[src/rtl/ifd_pkg.sv]
package ifd_pkg;

    localparam int NIB_W = 4;

    typedef enum logic [3:0] {
        OP_NOP   = 4'h0,
        OP_HALT  = 4'h1,
        OP_RRMOV = 4'h2,
        OP_IRMOV = 4'h3,
        OP_RMMOV = 4'h4,
        OP_MRMOV = 4'h5,
        OP_ALU   = 4'h6,
        OP_JCC   = 4'h7,
        OP_CALL  = 4'h8,
        OP_RET   = 4'h9,
        OP_PUSH  = 4'hA,
        OP_POP   = 4'hB
    } opc_e;

    // Encoding shapes
    typedef enum logic [1:0] {
        FMT_BARE     = 2'd0,  // opcode byte only
        FMT_REG      = 2'd1,  // opcode + register byte
        FMT_DEST     = 2'd2,  // opcode + constant
        FMT_REGCONST = 2'd3   // opcode + register byte + constant
    } fmt_e;

    typedef enum logic [1:0] {
        ST_OK   = 2'd0,
        ST_HALT = 2'd1,
        ST_ADR  = 2'd2,
        ST_INS  = 2'd3
    } stat_e;

    localparam logic [NIB_W-1:0] NO_REG = 4'hF;

endpackage

[src/rtl/ifd_len_dec.sv]
module ifd_len_dec
    import ifd_pkg::*;
#(
    parameter int CONST_BYTES = 4,
    localparam int MAX_LEN = CONST_BYTES + 2,
    localparam int LEN_W = $clog2(MAX_LEN + 1)
) (
    input  logic [NIB_W-1:0] icode_i,
    output fmt_e             fmt_o,
    output logic [LEN_W-1:0] len_o,
    output logic             has_reg_o,
    output logic             has_const_o
);

    always_comb begin
        unique case (icode_i)
            OP_RRMOV, OP_ALU, OP_PUSH, OP_POP: fmt_o = FMT_REG;
            OP_JCC, OP_CALL:                   fmt_o = FMT_DEST;
            OP_IRMOV, OP_RMMOV, OP_MRMOV:      fmt_o = FMT_REGCONST;
            default:                           fmt_o = FMT_BARE;
        endcase
    end

    always_comb begin
        has_reg_o   = (fmt_o == FMT_REG) || (fmt_o == FMT_REGCONST);
        has_const_o = (fmt_o == FMT_DEST) || (fmt_o == FMT_REGCONST);
        len_o = LEN_W'(1 + (has_reg_o ? 1 : 0) + (has_const_o ? CONST_BYTES : 0));
    end

endmodule

[src/rtl/ifd_field_ext.sv]
module ifd_field_ext
    import ifd_pkg::*;
#(
    parameter int CONST_BYTES = 4,
    localparam int WIN_BYTES = CONST_BYTES + 2,
    localparam int CONST_W = CONST_BYTES * 8
) (
    input  logic [WIN_BYTES*8-1:0] win_i,
    input  logic                   has_reg_i,
    input  logic                   has_const_i,
    output logic [NIB_W-1:0]       ra_o,
    output logic [NIB_W-1:0]       rb_o,
    output logic [CONST_W-1:0]     imm_o
);

    logic [7:0] reg_byte;
    assign reg_byte = win_i[15:8];

    always_comb begin
        ra_o = has_reg_i ? reg_byte[7:4] : NO_REG;
        rb_o = has_reg_i ? reg_byte[3:0] : NO_REG;
    end

    // The constant starts one byte later when a register byte is present
    for (genvar k = 0; k < CONST_BYTES; k++) begin : g_cbyte
        logic [7:0] sel;
        assign sel = has_reg_i ? win_i[(k+2)*8 +: 8] : win_i[(k+1)*8 +: 8];
        assign imm_o[k*8 +: 8] = has_const_i ? sel : 8'h00;
    end

endmodule

[src/rtl/ifd_stat_gen.sv]
module ifd_stat_gen
    import ifd_pkg::*;
(
    input  logic [NIB_W-1:0] icode_i,
    input  logic             fetch_err_i,
    output stat_e            stat_o,
    output logic             bad_op_o
);

    assign bad_op_o = (icode_i > OP_POP);

    always_comb begin
        if (fetch_err_i)                stat_o = ST_ADR;
        else if (bad_op_o)              stat_o = ST_INS;
        else if (icode_i == OP_HALT)    stat_o = ST_HALT;
        else                            stat_o = ST_OK;
    end

endmodule

[src/rtl/insn_fetch_decode.sv]
module insn_fetch_decode
    import ifd_pkg::*;
#(
    parameter int ADDR_W = 32,
    parameter int CONST_BYTES = 4,
    localparam int WIN_BYTES = CONST_BYTES + 2,
    localparam int CONST_W = CONST_BYTES * 8,
    localparam int LEN_W = $clog2(WIN_BYTES + 1)
) (
    input  logic [ADDR_W-1:0]      pc_i,
    input  logic [WIN_BYTES*8-1:0] win_i,
    input  logic                   fetch_err_i,
    output logic [3:0]             icode_o,
    output logic [3:0]             ifun_o,
    output logic [3:0]             ra_o,
    output logic [3:0]             rb_o,
    output logic [CONST_W-1:0]     imm_o,
    output logic [LEN_W-1:0]       len_o,
    output logic [ADDR_W-1:0]      next_pc_o,
    output logic                   bad_op_o,
    output logic [1:0]             stat_o
);

    fmt_e  fmt;
    logic  has_reg, has_const;
    stat_e stat;

    assign icode_o = win_i[7:4];
    assign ifun_o  = win_i[3:0];

    ifd_len_dec #(.CONST_BYTES(CONST_BYTES)) u_len (
        .icode_i     (icode_o),
        .fmt_o       (fmt),
        .len_o       (len_o),
        .has_reg_o   (has_reg),
        .has_const_o (has_const)
    );

    ifd_field_ext #(.CONST_BYTES(CONST_BYTES)) u_fld (
        .win_i       (win_i),
        .has_reg_i   (has_reg),
        .has_const_i (has_const),
        .ra_o        (ra_o),
        .rb_o        (rb_o),
        .imm_o       (imm_o)
    );

    ifd_stat_gen u_stat (
        .icode_i     (icode_o),
        .fetch_err_i (fetch_err_i),
        .stat_o      (stat),
        .bad_op_o    (bad_op_o)
    );

    assign stat_o    = stat;
    assign next_pc_o = pc_i + ADDR_W'(len_o);

    // Cross-module consistency checks
    always_comb begin
        p_len_legal_r1: assert (len_o == LEN_W'(1) || len_o == LEN_W'(2) ||
                                len_o == LEN_W'(CONST_BYTES + 1) ||
                                len_o == LEN_W'(CONST_BYTES + 2))
            else $error("length %0d not legal", len_o);
        p_noreg_idle_r4: assert (has_reg || (ra_o == NO_REG && rb_o == NO_REG))
            else $error("register fields not idle");
        p_noconst_zero_r7: assert (len_o > LEN_W'(2) || imm_o == '0)
            else $error("constant not zero for short instruction");
        p_badop_stat_r10: assert (fetch_err_i || !bad_op_o || stat_o == 2'd3)
            else $error("invalid op without invalid status");
        p_err_prio_r11: assert (!fetch_err_i || stat_o == 2'd2)
            else $error("fetch error not reported first");
        p_fmt_len_r1: assert ((fmt == FMT_BARE) == (len_o == LEN_W'(1)))
            else $error("shape and length disagree");
    end

endmodule

[config.mk]
export PLATFORM = sky130hd
export DESIGN_NAME = insn_fetch_decode
export DESIGN_NICKNAME = d
export VERILOG_FILES = /design/src/rtl/ifd_pkg.sv /design/src/rtl/ifd_len_dec.sv /design/src/rtl/ifd_field_ext.sv /design/src/rtl/ifd_stat_gen.sv /design/src/rtl/insn_fetch_decode.sv
export SDC_FILE = /design/constraint.sdc
export NUM_CORES = 1
export LEC_CHECK = 0
export BUFFER_PORTS_ARGS = -buffer_cell sky130_fd_sc_hd__buf_2
export CAP_MARGIN = 20
export CELL_PAD_IN_SITES_DETAIL_PLACEMENT = 1
export CELL_PAD_IN_SITES_GLOBAL_PLACEMENT = 1
export CORE_ASPECT_RATIO = 0.6
export CORE_MARGIN = 2
export CORE_UTILIZATION = 21
export DETAILED_ROUTE_END_ITERATION = 6
export PLACE_DENSITY = 0.95
export SLEW_MARGIN = 20
export SYNTH_ARGS = -nofsm -noshare
export SYNTH_HDL_FRONTEND = slang
export SYNTH_SLANG_ARGS = --single-unit
[constraint.sdc]
create_clock -name vclk -period 4.1
set_input_delay 0.82 -clock vclk [all_inputs]
set_output_delay 0.82 -clock vclk [all_outputs]
set_load 0.02 [all_outputs]
## After elaboration in Yosys (flattened, before gate mapping)

Memories as Yosys holds them, arrays and structs flattened.
Cells that the tools add are included.

- Register bits after elaboration: 0
- Output and inout bits: 86
- Bits in latches: 0
- Memory bits (read-only): 32
- Logic and storage cells: 26
- Input bits: 81
- Bits in writable memories: 0
- Memories: 1

- Reduce and logical (&&, ||, !) cells: 2
- Order comparisons: 1
- Divide/modulo/power cells: 0
- Shift-type cells: 0
- Add/sub/neg operators: 3
- Equality and inequality tests: 4
- Multiplexer cells: 15
- Multiply operators: 0
- Bitwise gates (word level): 0

Memory list:

| name | words | width | read ports | clocked after memory_dff | write ports | line | text |
|---|---|---|---|---|---|---|---|
| (name not given) | 16 | 2 | 1 | 0 | 0 | ifd_len_dec.sv:16 | `unique case (icode_i)` |

Operator list:

| kind | number |
|---|---|
| 8-bit two-way mux | 8 |
| 32-bit by 3-bit adder with 32-bit output | 1 |
| 4-bit two-way mux | 2 |
| 2-bit equality test (second input constant) | 2 |
| 4-bit by 1-bit equality test with 1-bit output (second input constant) | 1 |
| 4-bit > comparator (second input constant) | 1 |
| 2-bit two-way mux | 2 |
| 2-bit by 3-bit adder with 3-bit output (first input constant) | 1 |
| 3-bit adder | 1 |
| 3-bit two-way mux | 1 |
| 2-bit by 1-bit equality test with 1-bit output (second input constant) | 1 |
| 1-bit logical OR | 2 |
| 1-bit two-way mux | 2 |

## Depth between registers and ports, before layout

Gate-level depths: netlist of the first run.
An unclocked memory read counts as a cell.

- Depth after elaboration: 7
- Depth in mapped cells: 11
- Depth with buffers taken out: 9

## Hierarchy

Synthesis of the first run repeated with hierarchy kept, for this count alone.

- Cell total of the unflattened synthesis: 198
- Area total of the unflattened synthesis: 1525.2 um^2

Modules (own cells, without submodules):

| module | instances | area an instance (um^2) | sequential area each (um^2) | cells an instance |
|---|---|---|---|---|
| insn_fetch_decode | 1 | 738.2 | 0.0 | 102 |
| ifd_field_ext | 1 | 664.4 | 0.0 | 80 |
| ifd_len_dec | 1 | 93.8 | 0.0 | 11 |
| ifd_stat_gen | 1 | 28.8 | 0.0 | 5 |

## Worst setup path after synthesis of the first run

OpenSTA, ideal clock, no wires.

- Kind: in2out
- Start point: in win_i[7]
- End point: out next_pc_o[20]
- Path buffers: 1
- Slack: 0.220 ns
- Required time: 3.280 ns
- Arrival time: 3.060 ns
- Stages: 9
- Path through: mux2_2 -> o21ai_1 -> buf_2 -> inv_1 -> ha_1 -> a21o_1 -> nor4b_4 -> nand4_1 -> xnor2_1

- Elaborated cells between the ends (all ways): 11
- Classes of those cells: add/sub: 3; eq/ne: 3; mux: 2; reduce/logical: 2; memory: 1

RTL lines:

| element | line | text |
|---|---|---|
| start, declared | insn_fetch_decode.sv:11 | `input logic [WIN_BYTES*8-1:0] win_i,` |
| memory 16 x 2 bit * | n/a |  |
| 2-bit equality test | ifd_len_dec.sv:26 | `has_const_o = (fmt_o == FMT_DEST) \|\| (fmt_o == FMT_REGCONST);` |
| 1-bit logical OR * | ifd_len_dec.sv:26 |  |
| via has_const | insn_fetch_decode.sv:25 | `logic has_reg, has_const;` |
| 3-bit two-way mux * | ifd_len_dec.sv:27 | `len_o = LEN_W'(1 + (has_reg_o ? 1 : 0) + (has_const_o ? CONST_BYTES : 0));` |
| 3-bit adder * | ifd_len_dec.sv:27 |  |
| 32-bit by 3-bit adder with 32-bit output * | insn_fetch_decode.sv:56 | `assign next_pc_o = pc_i + ADDR_W'(len_o);` |
| end, declared | insn_fetch_decode.sv:19 | `output logic [ADDR_W-1:0] next_pc_o,` |

The timed path passes the listed nets; every way through them passes the cells marked *.

## Final worst setup path of the first run

- Start point: in win_i[7]
- End point: out next_pc_o[29]

- Longest elaborated chain between the ends: 7
- Elaborated cells between the ends (all ways): 11
- Classes of those cells: add/sub: 3; eq/ne: 3; mux: 2; reduce/logical: 2; memory: 1

Ends and longest elaborated chain:

| element | line | text |
|---|---|---|
| memory 16 x 2 bit * | n/a |  |
| 2-bit by 1-bit equality test with 1-bit output / 2-bit equality test (equally long branches) | ifd_len_dec.sv:25, ifd_len_dec.sv:26 |  |
| 1-bit logical OR | ifd_len_dec.sv:25 | `has_reg_o = (fmt_o == FMT_REG) \|\| (fmt_o == FMT_REGCONST);` |
| 1-bit two-way mux | ifd_len_dec.sv:27 |  |
| 2-bit by 3-bit adder with 3-bit output | ifd_len_dec.sv:27 |  |
| 3-bit adder * | ifd_len_dec.sv:27 |  |
| 32-bit by 3-bit adder with 32-bit output * | insn_fetch_decode.sv:56 |  |

Mark *: on every way between the ends. The rest lies on a longest branch, timed or not.

==> results of run 1 <==
==> logic make-up (layout without fill, tap and decap cells) <==
family | count (synthesis) | count (layout) | synth area share [%]
XOR/XNOR | 30 | 30 | 18.17
AO/OA/AOI/OAI | 37 | 37 | 13.15
AND/OR/NAND/NOR | 136 | 136 | 51.64
adder cells (fa/ha/maj) | 4 | 4 | 3.980
multiplexers | 2 | 2 | 1.557
buffers and inverters | 28 | 169 | 11.50
==> power by group <==
| group | internal (W) | switching [W] |
|---|---|---|
| clock | 0 | 0 |
| combinational | 0.000115 | 0.000208 |
| sequential | 0 | 0 |
==> per-stage QoR <==
step	instances	power (W)	worst slack [ns]	area (sq um)
6_report	465	0.0003232	0.2521	2246
5_1_grt	465	0.0003509	0.07526	2246
4_1_cts	465	0.0003254	0.1228	2245
3_5_place_dp	465	0.0003241	0.1231	2245
3_3_place_gp	465	0.0003147	0.2671	2245
2_1_floorplan	237	0.0001991	0.2198	1446
==> cells in the final DEF, fill, tap and decap left out <==
| cell type | Yosys | layout |
|---|---|---|
| o21ai_2 | 0 | 1 |
| xor2_1 | 18 | 18 |
| and3_1 | 2 | 2 |
| and2_2 | 1 | 1 |
| nand4_4 | 1 | 1 |
| nand3_4 | 2 | 2 |
| and4_2 | 1 | 1 |
| nand3_1 | 9 | 9 |
| nand2b_1 | 10 | 10 |
| nand4_1 | 6 | 6 |
| xnor2_1 | 12 | 12 |
| inv_1 | 5 | 5 |
| and3_2 | 2 | 2 |
| mux2_2 | 2 | 2 |
| nor4b_4 | 1 | 1 |
| a21o_1 | 2 | 1 |
| nor3b_1 | 1 | 1 |
| nor3_1 | 4 | 4 |
| and4_1 | 1 | 1 |
| ha_1 | 3 | 3 |
| nor4_1 | 2 | 2 |
| fa_1 | 1 | 1 |
| nor4_2 | 7 | 7 |
| a21o_2 | 0 | 1 |
| nand2_1 | 73 | 73 |
| or2_2 | 1 | 1 |
| nor2_1 | 8 | 8 |
| buf_2 | 7 | 159 |
| and2_1 | 3 | 3 |
| and3_4 | 1 | 1 |
| buf_4 | 10 | 5 |
| a21oi_1 | 34 | 34 |
==> metal layers <==
| metal | vias to the layer above | global-route usage, % | share of wire [%] |
|---|---|---|---|
| met2 | 61 | 26.23 | 50 |
| li1 | 1070 | - | - |
| met1 | 1041 | 21.12 | 45 |
| met5 | - | 0 | 0 |
| met3 | 2 | 1.329 | 4.0 |
| met4 | 0 | 0.9259 | 0.27 |
==> critical path, stage by stage <==
cell and delay (ns):
buf_2 0.12, mux2_2 0.34, o21ai_2 0.18, inv_1 0.10, ha_1 0.36, a21oi_1 0.10
a21o_2 0.33, nor4_2 0.30, xor2_1 0.19, buf_2 0.18
==> cells in the mapped netlist (4+ instances only) <==
library cell	instances	area [sq um]
nand2_1	73	274.0
a21oi_1	34	170.2
xor2_1	18	157.7
xnor2_1	12	105.1
buf_4	10	75.07
nand2b_1	10	62.56
nand3_1	9	45.04
nor2_1	8	30.03
buf_2	7	35.03
nor4_2	7	87.58
nand4_1	6	37.54
inv_1	5	18.77
clkbuf_1	4	15.01
nor3_1	4	20.02
==> cell type report <==
class / count / area, sq um
Inverter: 5 / 18.77
Timing Repair Buffer: 164 / 833.3
Fill cell: 930 / 4431
Multi-Input combinational cell: 209 / 1285
Tap cell: 87 / 108.9
==> what timing repair did <==
| item | 4_1_cts | 5_1_grt |
|---|---|---|
| resized for setup | 0 | 1 |
| setup buffers | 0 | 0 |
| endpoints found under the setup margin | 0 | 3 |
==> worst paths after layout <==
| check | start | end | slack, ns |
|---|---|---|---|
| worst max-delay path | win_i[7] | next_pc_o[29] | 0.25 |
| worst min-delay path | win_i[0] | ifun_o[0] | 1.64 |
==> impl_metrics.toml, run 1 <==
[setup_path]
cp-end-kind = "primary output"
worstSetupPathType = "input port to primary output"
cp-start-kind = "input port"
cp_max_fo = 12
required_ns = 3.28
critical_path_arrival_ns = 3.03

[sta]
whs_ns = 1.640
fin_setup_tns_ns = 0
rsz0062_at_grt = "no"
tightest_slew_ns = 0.3497
slew_headroom_pct = 76.47
setup_viol = 0
period_needed_ns = 3.848
finalMaxSlewViolations = 0
period_share_pct = 93.85
max_freq_mhz = 259.9
finalHoldViolations = 0

[outcome]
outcome = "finished clean"

[final_layout]
syn_to_final_growth_pct = 55.28
nClkBuffers = 0
seq_area_sq_um = 0
fin_nets = 465
diodes = 0
flops_and_latches = 0
final_core_util_pct = 33.64
post_route_cells_drive_above_1_share_pct = 48.94

[power]
p_leak_nw = 1.198
power_density_nw_per_um2 = 143.9
ir_worst_vdd_uv = 74.45

[clock_network]
cts_hold_buf = 0

[synthesis]
netlist_instances = 237
synth_area_sq_um = 1446
yosys.cell_types.count = 33
synth_fp_nets = 322
seq_area_frac_synth_pct = 0
ys.warnings.count = 0
synth.avg_cell_area_sq_um = 6.103

[hold_path]
hp-class = "input port to primary output"
hold_depth = 0

[detailed_routing]
drt_iter0_markers = 76
vias = 2174
wl_per_cell_microns = 14.51
drcViolationCount = 0
vias_per_cell = 4.675
wirelength_microns = 6745
ant_nets = 0
first_pass_iters = 4

[global_routing]
grt_usage_pct = 14.92
grt_pass1_wl_microns = 9473
antenna_found_initial = 0
grt_remaining_overflow = 0
grt_max_degree = 34
first_global_vias = 1964

[die]
rows = 23
core_sq_um = 6676
start_util_pct = 21.66
die_y_microns = 68.29
io_pins = 167
dieArea_sq_um = 7589
die_w_microns = 111.1

[flow_run]
max-cap-violations = 0

[placed_design]
place.gp.congestion = 0.7788
post-dp-hpwl_microns = 5858
port_buffers = 159
Note: power is estimated with default switching activity, not from simulation.
==> inputs of run 2 (changes only) <==
--- a/config.mk
+++ b/config.mk
@@ -11,7 +11,7 @@
 export CELL_PAD_IN_SITES_GLOBAL_PLACEMENT = 1
 export CORE_ASPECT_RATIO = 0.6
 export CORE_MARGIN = 2
-export CORE_UTILIZATION = 21
+export CORE_UTILIZATION = 22
 export DETAILED_ROUTE_END_ITERATION = 6
 export PLACE_DENSITY = 0.95
 export SLEW_MARGIN = 20
==> constraint.sdc (replaced) <==
create_clock -name vclk -period 4.8
set_input_delay 0.96 -clock vclk [all_inputs]
set_output_delay 0.96 -clock vclk [all_outputs]
set_load 0.02 [all_outputs]
==> impl_metrics.toml, run 2 (synthesis results as in run 1) <==
[power]
clkPwrFrac_pct = 0
ir_worst_vdd_uv = 34.89
p_leak_nw = 1.188
p_int_w = 0.00009713
pwr-share-comb_pct = 100.0
power_density_nw_per_um2 = 124.0
power_switching_share_pct = 64.80
power.switching_w = 0.0001788
p_total_w = 0.0002760
p_seq_share_pct = 0

[final_layout]
post_route_cells_drive_above_1_share_pct = 48.40
final_common_cell = "buf_2"
fin_nets = 463
seq_area_sq_um = 0
layout_common_cells = "buf_2, nand2_1, a21oi_1"
nClkBuffers = 0
syn_to_final_growth_pct = 53.89
flops_and_latches = 0
diodes = 0

[setup_path]
critPathMaxStageDelay_ns = 0.38
timing.critical_path.mode_cell = "buf_2"
cp-end-kind = "primary output"
critPathBufInv = 3
worstPathCellList = "buf_2 > mux2_2 > o21ai_2 > inv_1 > ha_1 > a21oi_1 > a21o_1 > nor4_2 > xor2_1 > buf_2"
critical_path_arrival_ns = 3.21
critPathSlowestCell = "a21o_1"
cp-start-kind = "input port"
worstSetupPathType = "input port to primary output"
required_ns = 3.84
cp_max_fo = 12
crit_family = "compound AO/OA/AOI/OAI gates"

[flow_run]
max-cap-violations = 0

[global_routing]
grt_usage_pct = 17.59
gr-usage-met1_pct = 23.05
use_met2_pct = 32.11
top_usage_layer = "met2"
first_global_vias = 2147
antenna_found_initial = 0
grt_max_degree = 42
grt_remaining_overflow = 0
grt_pass1_wl_microns = 10350
gr-usage-met3_pct = 1.272

[sta]
max_freq_mhz = 240.0
period_needed_ns = 4.166
slew_headroom_pct = 62.81
fin_setup_tns_ns = 0
tightest_slew_ns = 0.5578
finalMaxSlewViolations = 0
finalHoldViolations = 0
rsz0062_at_grt = "no"
period_share_pct = 86.80
setup_viol = 0

[clock_network]
cts_setup_buffers = 0
post_cts_resized = 0
cts_hold_buf = 0

[detailed_routing]
wirelength_microns = 6860
drt_iter0_markers = 89
wl_per_cell_microns = 14.91
drcViolationCount = 0
vias_per_cell = 4.613
vias = 2122
ant_nets = 0
first_pass_iters = 4

[die]
die_y_microns = 66.81
io_pins = 167
core_sq_um = 6221
die_w_microns = 108.7
dieArea_sq_um = 7260
start_util_pct = 23.25
rows = 22

[placed_design]
port_buffers = 159
place.gp.congestion = 0.8688
post-dp-hpwl_microns = 6008

[outcome]
outcome = "finished clean"

[hold_path]
hp-class = "input port to primary output"
run 2: cell type report:
class	instances	area, sq um
tap	84	105.1
inverter	5	18.77
timing repair buffer	162	818.3
fill	871	3995
multi-input combinational	209	1284
run 2: power by group through the flow:
stage	combinational, W	sequential [W]	clock, W
2_1_floorplan	0.000170	0	0
3_5_place_dp	0.000277	0	0
4_1_cts	0.000278	0	0
5_1_grt	0.000299	0	0
3_3_place_gp	0.000269	0	0
6_report	0.000276	0	0
run 2: worst paths after layout:
| check | cells past startpoint | slack [ns] | end | startpoint |
|---|---|---|---|---|
| worst max-delay path | 10 | 0.63 | next_pc_o[29] | win_i[7] |
| worst min-delay path | 0 | 1.92 | ifun_o[0] | win_i[0] |
run 2: per-stage QoR:
stage / cell area (sq um) / util [%] / setup slack (ns) / hold WS [ns] / instances
after global placement: 2226 / 35.78 / 0.6994 / 1.920 / 460
after floorplan: 1446 / - / 0.6398 / 2.000 / 237
after global routing: 2226 / 35.78 / 0.4296 / 1.920 / 460
after CTS: 2226 / 35.78 / 0.6022 / 1.920 / 460
after detailed placement: 2226 / 35.78 / 0.6224 / 1.920 / 460
final: 2226 / 35.78 / 0.6337 / 1.920 / 460
run 2: per-layer routing:
layer  wire (microns)  share of wire [%]
met4              102                1.5
met1             3015                 44
met2             3549                 52
met5                0                  0
met3              193                2.8
==> inputs of run 3 (changes only) <==
--- a/config.mk
+++ b/config.mk
@@ -5,13 +5,14 @@
 export SDC_FILE = /design/constraint.sdc
 export NUM_CORES = 1
 export LEC_CHECK = 0
+export ABC_AREA = 1
 export BUFFER_PORTS_ARGS = -buffer_cell sky130_fd_sc_hd__buf_2
 export CAP_MARGIN = 20
 export CELL_PAD_IN_SITES_DETAIL_PLACEMENT = 1
 export CELL_PAD_IN_SITES_GLOBAL_PLACEMENT = 1
 export CORE_ASPECT_RATIO = 0.6
 export CORE_MARGIN = 2
-export CORE_UTILIZATION = 22
+export CORE_UTILIZATION = 23
 export DETAILED_ROUTE_END_ITERATION = 6
 export PLACE_DENSITY = 0.95
 export SLEW_MARGIN = 20
==> impl_metrics.toml, run 3 <==
[setup_path]
cp-start-kind = "input port"
crit_family = "simple AND/OR/NAND/NOR gates"
worstSetupPathType = "input port to primary output"
cp-end-kind = "primary output"
critical_path_arrival_ns = 2.85
timing.critical_path.mode_cell = "nand2_1"
worstPathCellList = "buf_2 > nand2_1 > nand2_1 > nand2_1 > nand2_2 > ha_1 > fa_1 > nand3_1 > nand2_2 > nand2_1 > nor2_2 > xor2_1 > buf_2"
required_ns = 3.84
critPathMaxStageDelay_ns = 0.40
critPathSlowestCell = "fa_1"
cp_max_fo = 5
cp.depth = 13
critPathBufInv = 2

[detailed_routing]
wl_per_cell_microns = 15.24
ant_nets = 0
wirelength_microns = 8715
drt_iter0_markers = 122
vias_per_cell = 4.783
vias = 2736
drcViolationCount = 4
first_pass_iters = 6

[final_layout]
syn_to_final_growth_pct = 47.72
layout_common_cells = "nand2_1, buf_2, nor2_1"
multi_input_area_sq_um = 1423
post_route_cells_drive_above_1_share_pct = 36.70
flops_and_latches = 0
finalNonFillerCells = 572
final_common_cell = "nand2_1"
nFillCells = 1025
nClkBuffers = 0
seq_area_sq_um = 0
diodes = 0
fin_nets = 572

[placed_design]
post-dp-hpwl_microns = 7689
port_buffers = 159
place.gp.congestion = 1.026
placed_cells = 572

[synthesis]
synth_fp_nets = 428
synth_area_sq_um = 1644
yosysTopAreaCell = "nand2_1"
yosys.cell_types.count = 24
netlist_instances = 343
ys.warnings.count = 0
synth.avg_cell_area_sq_um = 4.793
seq_area_frac_synth_pct = 0
synth.top_cell.area_share_pct = 38.36
yosys-top-cells-area = "nand2_1, a21oi_1, nor2_1, buf_4, nand3b_1"
synth_common_cells = "nand2_1, nor2_1, a21oi_1"
yosysMostFrequentCell = "nand2_1"

[global_routing]
grt_usage_pct = 20.89
antenna_found_initial = 0
first_global_vias = 2804
grt_max_degree = 42
grt_pass1_wl_microns = 13610
grt_remaining_overflow = 0

[sta]
max_freq_mhz = 262.5
setup_viol = 0
finalHoldViolations = 0
period_share_pct = 79.38
period_needed_ns = 3.810
tightest_slew_ns = 0.3733
fin_setup_tns_ns = 0
slew_headroom_pct = 75.11
finalMaxSlewViolations = 0
rsz0062_at_grt = "no"

[die]
core_sq_um = 6792
dieArea_sq_um = 7863
rows = 23
die_w_microns = 113.2
start_util_pct = 24.21
io_pins = 167
die_y_microns = 69.49

[power]
p_total_w = 0.0002865
ir_worst_vdd_uv = 50.53
p_leak_nw = 1.400
power_density_nw_per_um2 = 118.0

[outcome]
violations = "design-rule violations"
outcome = "complete, but fails checks"

[hold_path]
hp-class = "input port to primary output"
hold_end = "ifun_o[0]"
hold_depth = 0
hp-start = "win_i[0]"

[clock_network]
cts_hold_buf = 0
post_cts_resized = 0
cts_setup_buffers = 0

[flow_run]
max-cap-violations = 0
[run 3: how the worst max path moves through the flow]
stage                   from             to  slack (ns)
floorplan           win_i[4]  next_pc_o[14]        1.14
global placement    win_i[4]  next_pc_o[14]        1.07
detailed placement  win_i[4]  next_pc_o[14]        0.98
CTS                 win_i[4]  next_pc_o[14]        0.96
global route        win_i[4]  next_pc_o[14]        0.84
finish              win_i[4]  next_pc_o[14]        0.99
[run 3: layer usage]
layer	vias up	GRT usage (%)	wire length [microns]
met5	-	0	0
met4	0	2.575	106
met3	12	1.399	321
met2	78	36.19	4088
met1	1304	29.21	4199
li1	1342	-	-
[run 3: through the flow]
| step | util [%] | setup WS (ns) | hold slack (ns) | area [sq um] |
|---|---|---|---|---|
| after global routing | 35.76 | 0.8384 | 1.920 | 2429 |
| after CTS | 35.76 | 0.9611 | 1.920 | 2429 |
| after detailed placement | 35.76 | 0.9751 | 1.920 | 2429 |
| after global placement | 35.76 | 1.068 | 1.920 | 2429 |
| after floorplan | - | 1.141 | 1.997 | 1644 |
| final | 35.76 | 0.9898 | 1.920 | 2429 |
[run 3: area by class of cell]
class                      instances  share of cell area (%)
timing repair buffer             162                   33.69
tap                               87                   4.482
multi-input combinational        302                   58.58
inverter                          21                   3.246
[run 3: kinds of logic after synthesis]
kind of cell,Yosys count,share of synthesized area [%]
AND/OR/NAND/NOR,248,64.46
buffers and inverters,41,13.47
AO/OA/AOI/OAI,36,11.11
XOR/XNOR,14,7.458
adder cells (fa/ha/maj),4,3.501
[run 3: power breakdown]
group / total (W) / leakage [nW] / internal [W] / switching [W]
Combinational: 0.000287 / 1.40 / 0.0000964 / 0.000190
Sequential: 0 / 0 / 0 / 0
Clock: 0 / 0 / 0 / 0
